==> src/rtl/acc_filter_pkg.sv <==
package acc_filter_pkg;
    localparam int ID_W  = 29;
    localparam int STD_W = 11;

    typedef enum logic [2:0] {
        CFG_CODE    = 3'd0,
        CFG_SEL     = 3'd1,
        CFG_VALID   = 3'd2,
        CFG_MASK_HI = 3'd3,
        CFG_MASK_LO = 3'd4
    } cfg_kind_e;

    typedef enum logic [1:0] {
        SEL_EXACT = 2'b00,
        SEL_ANY   = 2'b01,
        SEL_MASK0 = 2'b10,
        SEL_MASK1 = 2'b11
    } sel_e;

    typedef enum logic [1:0] {
        RS_IDLE = 2'd0,
        RS_HIT  = 2'd1,
        RS_MISS = 2'd2
    } res_state_e;
endpackage

==> src/rtl/acc_cfg_regs.sv <==
module acc_cfg_regs
    import acc_filter_pkg::*;
#(
    parameter int NBUF  = 16,
    parameter int IDX_W = $clog2(NBUF)
) (
    input  logic                 clk,
    input  logic                 rst_n,
    input  logic                 cfg_we,
    input  logic [2:0]           cfg_kind,
    input  logic [IDX_W-1:0]     cfg_idx,
    input  logic [29:0]          cfg_data,
    output logic [NBUF*ID_W-1:0] code_flat,
    output logic [NBUF-1:0]      ext_vec,
    output logic [NBUF-1:0]      valid_vec,
    output logic [2*NBUF-1:0]    sel_flat,
    output logic [ID_W-1:0]      mask0,
    output logic [ID_W-1:0]      mask1
);
    cfg_kind_e kind;
    assign kind = cfg_kind_e'(cfg_kind);

    for (genvar b = 0; b < NBUF; b++) begin : g_buf
        logic [ID_W-1:0] code_q;
        logic            ext_q;
        logic            valid_q;
        logic [1:0]      sel_q;
        logic            tgt;

        assign tgt = cfg_we && (cfg_idx == IDX_W'(b));

        always_ff @(posedge clk or negedge rst_n) begin
            if (!rst_n) begin
                code_q  <= '0;
                ext_q   <= 1'b0;
                valid_q <= 1'b0;
                sel_q   <= SEL_EXACT;
            end else if (tgt) begin
                case (kind)
                    CFG_CODE: begin
                        code_q <= cfg_data[ID_W-1:0];
                        ext_q  <= cfg_data[29];
                    end
                    CFG_SEL: begin
                        if (!valid_q) sel_q <= cfg_data[1:0];
                    end
                    CFG_VALID: valid_q <= cfg_data[0];
                    default: ;
                endcase
            end
        end

        assign code_flat[b*ID_W +: ID_W] = code_q;
        assign ext_vec[b]                = ext_q;
        assign valid_vec[b]              = valid_q;
        assign sel_flat[2*b +: 2]        = sel_q;
    end

    always_ff @(posedge clk or negedge rst_n) begin
        if (!rst_n) begin
            mask0 <= '0;
            mask1 <= '0;
        end else if (cfg_we) begin
            if (kind == CFG_MASK_HI) begin
                if (cfg_idx[0]) mask1[28:13] <= {cfg_data[7:0], cfg_data[15:8]};
                else            mask0[28:13] <= {cfg_data[7:0], cfg_data[15:8]};
            end else if (kind == CFG_MASK_LO) begin
                if (cfg_idx[0]) mask1[12:0] <= {cfg_data[7:0], cfg_data[15:11]};
                else            mask0[12:0] <= {cfg_data[7:0], cfg_data[15:11]};
            end
        end
    end
endmodule

==> src/rtl/acc_match_lane.sv <==
module acc_match_lane
    import acc_filter_pkg::*;
(
    input  logic [ID_W-1:0] code,
    input  logic            ext,
    input  logic            valid,
    input  logic [1:0]      sel,
    input  logic [ID_W-1:0] mask0,
    input  logic [ID_W-1:0] mask1,
    input  logic [ID_W-1:0] lk_id,
    input  logic            lk_ext,
    output logic            hit
);
    localparam logic [ID_W-1:0] STD_ACT = {{STD_W{1'b1}}, {(ID_W-STD_W){1'b0}}};

    logic [ID_W-1:0] act;
    logic [ID_W-1:0] dont_care;
    logic [ID_W-1:0] diff;

    always_comb begin
        act = ext ? '1 : STD_ACT;
        unique case (sel_e'(sel))
            SEL_EXACT: dont_care = '0;
            SEL_ANY:   dont_care = '1;
            SEL_MASK0: dont_care = mask0;
            SEL_MASK1: dont_care = mask1;
            default:   dont_care = '0;
        endcase
        diff = (code ^ lk_id) & act & ~dont_care;
        hit  = valid && (ext == lk_ext) && (diff == '0);
    end
endmodule

==> src/rtl/acc_prio_enc.sv <==
module acc_prio_enc #(
    parameter int NBUF  = 16,
    parameter int IDX_W = $clog2(NBUF)
) (
    input  logic [NBUF-1:0]  vec,
    output logic [IDX_W-1:0] idx,
    output logic             any
);
    always_comb begin
        idx = '0;
        any = |vec;
        for (int i = NBUF - 1; i >= 0; i--) begin
            if (vec[i]) idx = IDX_W'(i);
        end
    end
endmodule

==> src/rtl/acc_filter_bank.sv <==
module acc_filter_bank
    import acc_filter_pkg::*;
#(
    parameter int NBUF  = 16,
    parameter int IDX_W = $clog2(NBUF)
) (
    input  logic             clk,
    input  logic             rst_n,
    input  logic             cfg_we,
    input  logic [2:0]       cfg_kind,
    input  logic [IDX_W-1:0] cfg_idx,
    input  logic [29:0]      cfg_data,
    input  logic             lk_stb,
    input  logic [28:0]      lk_id,
    input  logic             lk_ext,
    output logic [NBUF-1:0]  res_vec,
    output logic [IDX_W-1:0] res_idx,
    output logic             res_hit
);
    logic [NBUF*ID_W-1:0] code_flat;
    logic [NBUF-1:0]      ext_vec;
    logic [NBUF-1:0]      valid_vec;
    logic [2*NBUF-1:0]    sel_flat;
    logic [ID_W-1:0]      mask0;
    logic [ID_W-1:0]      mask1;
    logic [NBUF-1:0]      lane_hit;
    logic [IDX_W-1:0]     win_idx;
    logic                 win_any;

    res_state_e state_q, state_d;
    logic [NBUF-1:0]  vec_q;
    logic [IDX_W-1:0] idx_q;

    acc_cfg_regs #(.NBUF(NBUF), .IDX_W(IDX_W)) u_cfg (
        .clk       (clk),
        .rst_n     (rst_n),
        .cfg_we    (cfg_we),
        .cfg_kind  (cfg_kind),
        .cfg_idx   (cfg_idx),
        .cfg_data  (cfg_data),
        .code_flat (code_flat),
        .ext_vec   (ext_vec),
        .valid_vec (valid_vec),
        .sel_flat  (sel_flat),
        .mask0     (mask0),
        .mask1     (mask1)
    );

    for (genvar b = 0; b < NBUF; b++) begin : g_lane
        acc_match_lane u_lane (
            .code   (code_flat[b*ID_W +: ID_W]),
            .ext    (ext_vec[b]),
            .valid  (valid_vec[b]),
            .sel    (sel_flat[2*b +: 2]),
            .mask0  (mask0),
            .mask1  (mask1),
            .lk_id  (lk_id),
            .lk_ext (lk_ext),
            .hit    (lane_hit[b])
        );
    end

    acc_prio_enc #(.NBUF(NBUF), .IDX_W(IDX_W)) u_prio (
        .vec (lane_hit),
        .idx (win_idx),
        .any (win_any)
    );

    // next-state decode
    always_comb begin
        unique case (state_q)
            RS_IDLE, RS_HIT, RS_MISS:
                state_d = lk_stb ? (win_any ? RS_HIT : RS_MISS) : state_q;
            default: state_d = RS_IDLE;
        endcase
    end

    // state register
    always_ff @(posedge clk or negedge rst_n) begin
        if (!rst_n) state_q <= RS_IDLE;
        else        state_q <= state_d;
    end

    // captured result
    always_ff @(posedge clk or negedge rst_n) begin
        if (!rst_n) begin
            vec_q <= '0;
            idx_q <= '0;
        end else if (lk_stb) begin
            vec_q <= lane_hit;
            idx_q <= win_idx;
        end
    end

    // outputs
    always_comb begin
        res_vec = vec_q;
        res_idx = idx_q;
        res_hit = (state_q == RS_HIT);
    end
endmodule

==> config.mk <==
export PLATFORM = sky130hd
export DESIGN_NAME = acc_filter_bank
export DESIGN_NICKNAME = d
export VERILOG_FILES = /design/src/rtl/acc_filter_pkg.sv /design/src/rtl/acc_cfg_regs.sv /design/src/rtl/acc_match_lane.sv /design/src/rtl/acc_prio_enc.sv /design/src/rtl/acc_filter_bank.sv
export SDC_FILE = /design/constraint.sdc
export NUM_CORES = 1
export LEC_CHECK = 0
export ABC_AREA = 1
export CELL_PAD_IN_SITES_DETAIL_PLACEMENT = 1
export CELL_PAD_IN_SITES_GLOBAL_PLACEMENT = 1
export CORE_MARGIN = 5
export CORE_UTILIZATION = 49
export DETAILED_ROUTE_END_ITERATION = 7
export DONT_BUFFER_PORTS = 1
export GPL_TIMING_DRIVEN = 0
export PLACE_DENSITY_LB_ADDON = 0.12
export SYNTH_ARGS = -nofsm -noshare
export SYNTH_HDL_FRONTEND = slang
export SYNTH_SLANG_ARGS = --single-unit
==> constraint.sdc <==
create_clock -name clk -period 3.2 [get_ports clk]
set_clock_uncertainty 0.1 [all_clocks]
set_input_delay 0.32 -clock clk [delete_from_list [all_inputs] [get_ports clk]]
set_output_delay 0.32 -clock clk [all_outputs]
set_load 0.02 [all_outputs]
==> results.yml <==
critical_path:
  critPathLaunchType: "register"
  crit_type: "reg -> reg"
  crit_fanout: 10
  startpoint: "u_cfg.g_buf[3].sel_q[1]"
  cp.arrival_ns: 3.63
  end_kind: "register"
  r2r_start: "u_cfg.g_buf[3].sel_q[1]"
  crit_required_ns: 3.61
drt:
  finalWirelength_um: 164000
  drtAntennaViolNets: 0
  wire_per_inst_um: 29.5
  drc: 0
  drt-vias-per-instance: 6.42
  via_count: 35700
  drtIter0Drc: 3817
  first_pass_iters: 5
synth:
  synth-seq-cells: 608
  synth_cell_type_count: 41
  syn_area_sq_um: 35100
  yosysWarnings: 0
  syn-num-nets: 4498
  synthArstFlopShare_pct: 100
  synth_edf_count: 0
  syn_area_per_cell_sq_um: 7.94
  syn_inst: 4427
  synth_flop_cell: "dfrtp_1"
  ys_seq_area_share_pct: 43.3
placement:
  pre_cts_ws_ns: -0.807
  dp.cells: 5377
  dp_hpwl_um: 120000
  place_area_sq_um: 36300
  port_buffers: 0
  gp_congestion: 1.02
die:
  row_count: 98
  dieArea_sq_um: 77200
  die_w_um: 278
  fp.coreArea_sq_um: 71400
  ios: 92
  start_util_pct: 49.2
  die_y_um: 278
layout:
  area_growth_syn_to_layout_pct: 13.3
  most-common-layout-cells: "nand2_1, o21ai_0, dfrtp_1, xor2_1, nor2_1"
  multi_input_area_sq_um: 17600
  finish.utilization_pct: 55.8
  design_area_sq_um: 39800
  layout-drive-gt1-share_pct: 9.96
  fin_cells: 5560
  final_common_cell: "nand2_1"
  fin_nets: 4622
  regArea_sq_um: 15200
  fillers: 8682
sta:
  report.final.slew_viol_count: 345
  rsz0062_at_grt: "yes"
  period_needed_ns: 3.22
  setup_violations: 3
  layout_setup_ws_ns: -0.0206
  relSlewSlack_pct: -93.3
  tightest_slew_ns: 2.90
  fin_tns_setup_ns: -0.0433
  timing.fmax_mhz: 311
  hold_viol: 608
  fin_crit_sh_pct: 101
  whs_ns: -0.712
global_routing:
  antenna_found_initial: 4
  grt_overflow_total: 0
  grt_pass1_vias: 36700
  grt_usage_pct: 41.1
  grt_max_degree: 609
  grt_pass1_wl_um: 239000
flow_run:
  maxCapViolations: 1
power:
  p_sw_share_pct: 35.0
  switchingPower_uw: 8100
  total_leakage_power_uw: 0.0175
  comb_power_share_pct: 22.3
  vdd_drop_max_v: 0.000460
  intPower_uw: 15100
  p_seq_share_pct: 39.8
  power_density_nw_per_um2: 582
  clock_power_share_pct: 37.9
min_path:
  hp-class: "in -> async"
clocking:
  path_clk_slew_ns: 0.07
  ctsHoldBuffers: 20
  cts_tree: "done"
  clock_latency_ns: 0.64
  cts_max_level: 3
  cts_root_buf: "clkbuf_16"
  cts_made_buffers: 73
  clock-sinks: 608
  clockBufferDepth: 3
run_status:
  violations: "negative hold slack, max-capacitance violations, max-slew violations, negative setup slack"
  status: "finished, violations left"
==> synthesized netlist by cell type (18+ instances only) <==
library cell | number | area [sq um]
nand4_1 | 75 | 469
dfrtp_1 | 608 | 15200
nor3_1 | 41 | 205
o221ai_1 | 202 | 1770
xor2_1 | 267 | 2340
a221oi_1 | 20 | 175
buf_4 | 42 | 315
buf_2 | 89 | 445
nor2_1 | 259 | 972
xnor2_1 | 172 | 1510
a21oi_1 | 47 | 235
nand2_1 | 1100 | 4130
clkbuf_1 | 246 | 923
clkinv_1 | 25 | 93.8
nand3_1 | 174 | 871
o2111ai_1 | 29 | 254
o21ai_0 | 635 | 3180
inv_1 | 202 | 758
a31oi_1 | 18 | 113
o22ai_1 | 86 | 538
==> state kept, by name, indices dropped and copies added (netlist names) <==
register	flops
u_cfg.mask1	29
u_cfg.g_buf.code_q	464
u_cfg.g_buf.ext_q	16
state_q	2
res_idx	4
res_vec	16
u_cfg.mask0	29
u_cfg.g_buf.valid_q	16
u_cfg.g_buf.sel_q	32
==> critical path, cell delays in order, from the launching register on <==
cell,delay [ns]
dfrtp_1,0.42
nand2_1,0.09
clkbuf_1,0.52
o22ai_1,0.15
o21ai_0,0.21
nor3_1,0.10
nand3_1,0.22
a21oi_1,0.13
o221ai_2,0.33
nand2_1,0.17
nor2_1,0.22
nand3_1,0.17
o21ai_0,0.19
nand2_1,0.06
==> metrics by stage <==
step / total power (uW) / hold slack, ns
after floorplan: 11900 / -0.0756
after global placement: 13700 / -0.0500
after detailed placement: 13900 / -0.0518
after CTS: 22700 / -0.712
after global routing: 23800 / -0.727
final: 23200 / -0.712
==> logic make-up (layout without fill, tap and decap cells) <==
logic type	Yosys count	after routing	share of synthesized area, %
xor gates and xnor gates	439	439	10.9
and+or+nand+nor	1680	1680	19.5
DFF	608	608	43.3
other	0	1	0
buffers and inverters	621	803	7.46
AOI/OAI and AO/OA	1079	1079	18.8
==> layout make-up <==
cell class | instances | area share [%]
Buffer | 381 | 4.82
Clock buffer | 106 | 5.33
Clock inverter | 27 | 0.858
Timing Repair Buffer | 51 | 1.13
Timing Repair inverter | 1 | 0.0126
Tap cell | 950 | 2.98
Sequential cell | 608 | 38.3
Antenna cell | 1 | 0.00628
Multi-Input combinational cell | 3198 | 44.2
Inverter | 237 | 2.46
==> power by group through the flow <==
stage | clock (uW) | combinational (uW) | sequential [uW]
5_1_grt | 9160 | 5390 | 9260
3_3_place_gp | 0 | 4520 | 9220
4_1_cts | 8800 | 4760 | 9160
2_1_floorplan | 0 | 2890 | 8970
3_5_place_dp | 0 | 4640 | 9260
6_report | 8790 | 5160 | 9230
==> routing by layer <==
metal	up-vias	share of wire, %	GRT usage, %
met1	18000	38	50.3
li1	15200	-	-
met3	605	7.6	7.42
met5	-	0	0
met4	0	8.2	26.4
met2	1822	46	66.9
==> what timing repair did <==
item,in CTS,in global routing
setup buffers,4,25
pin swaps,4,17
gates resized for setup,109,155
gates cloned,0,2
setup endpoints to repair,9,6
hold endpoints to repair,706,608
==> path summary, 6_finish.rpt <==
check	endpoint	slack, ns	cells past startpoint
max	state_q[0]	-0.02	13
min	u_cfg.g_buf[14].code_q[17]	-0.71	0
max reg2reg	state_q[0]	-0.02	13
min reg2reg	u_cfg.g_buf[4].ext_q	0.40	2
max in group asynchronous	u_cfg.g_buf[15].code_q[20]	1.43	0
min in group clk	u_cfg.g_buf[10].valid_q	0.06	3
No activity file was read; power rests on OpenSTA's default activity.
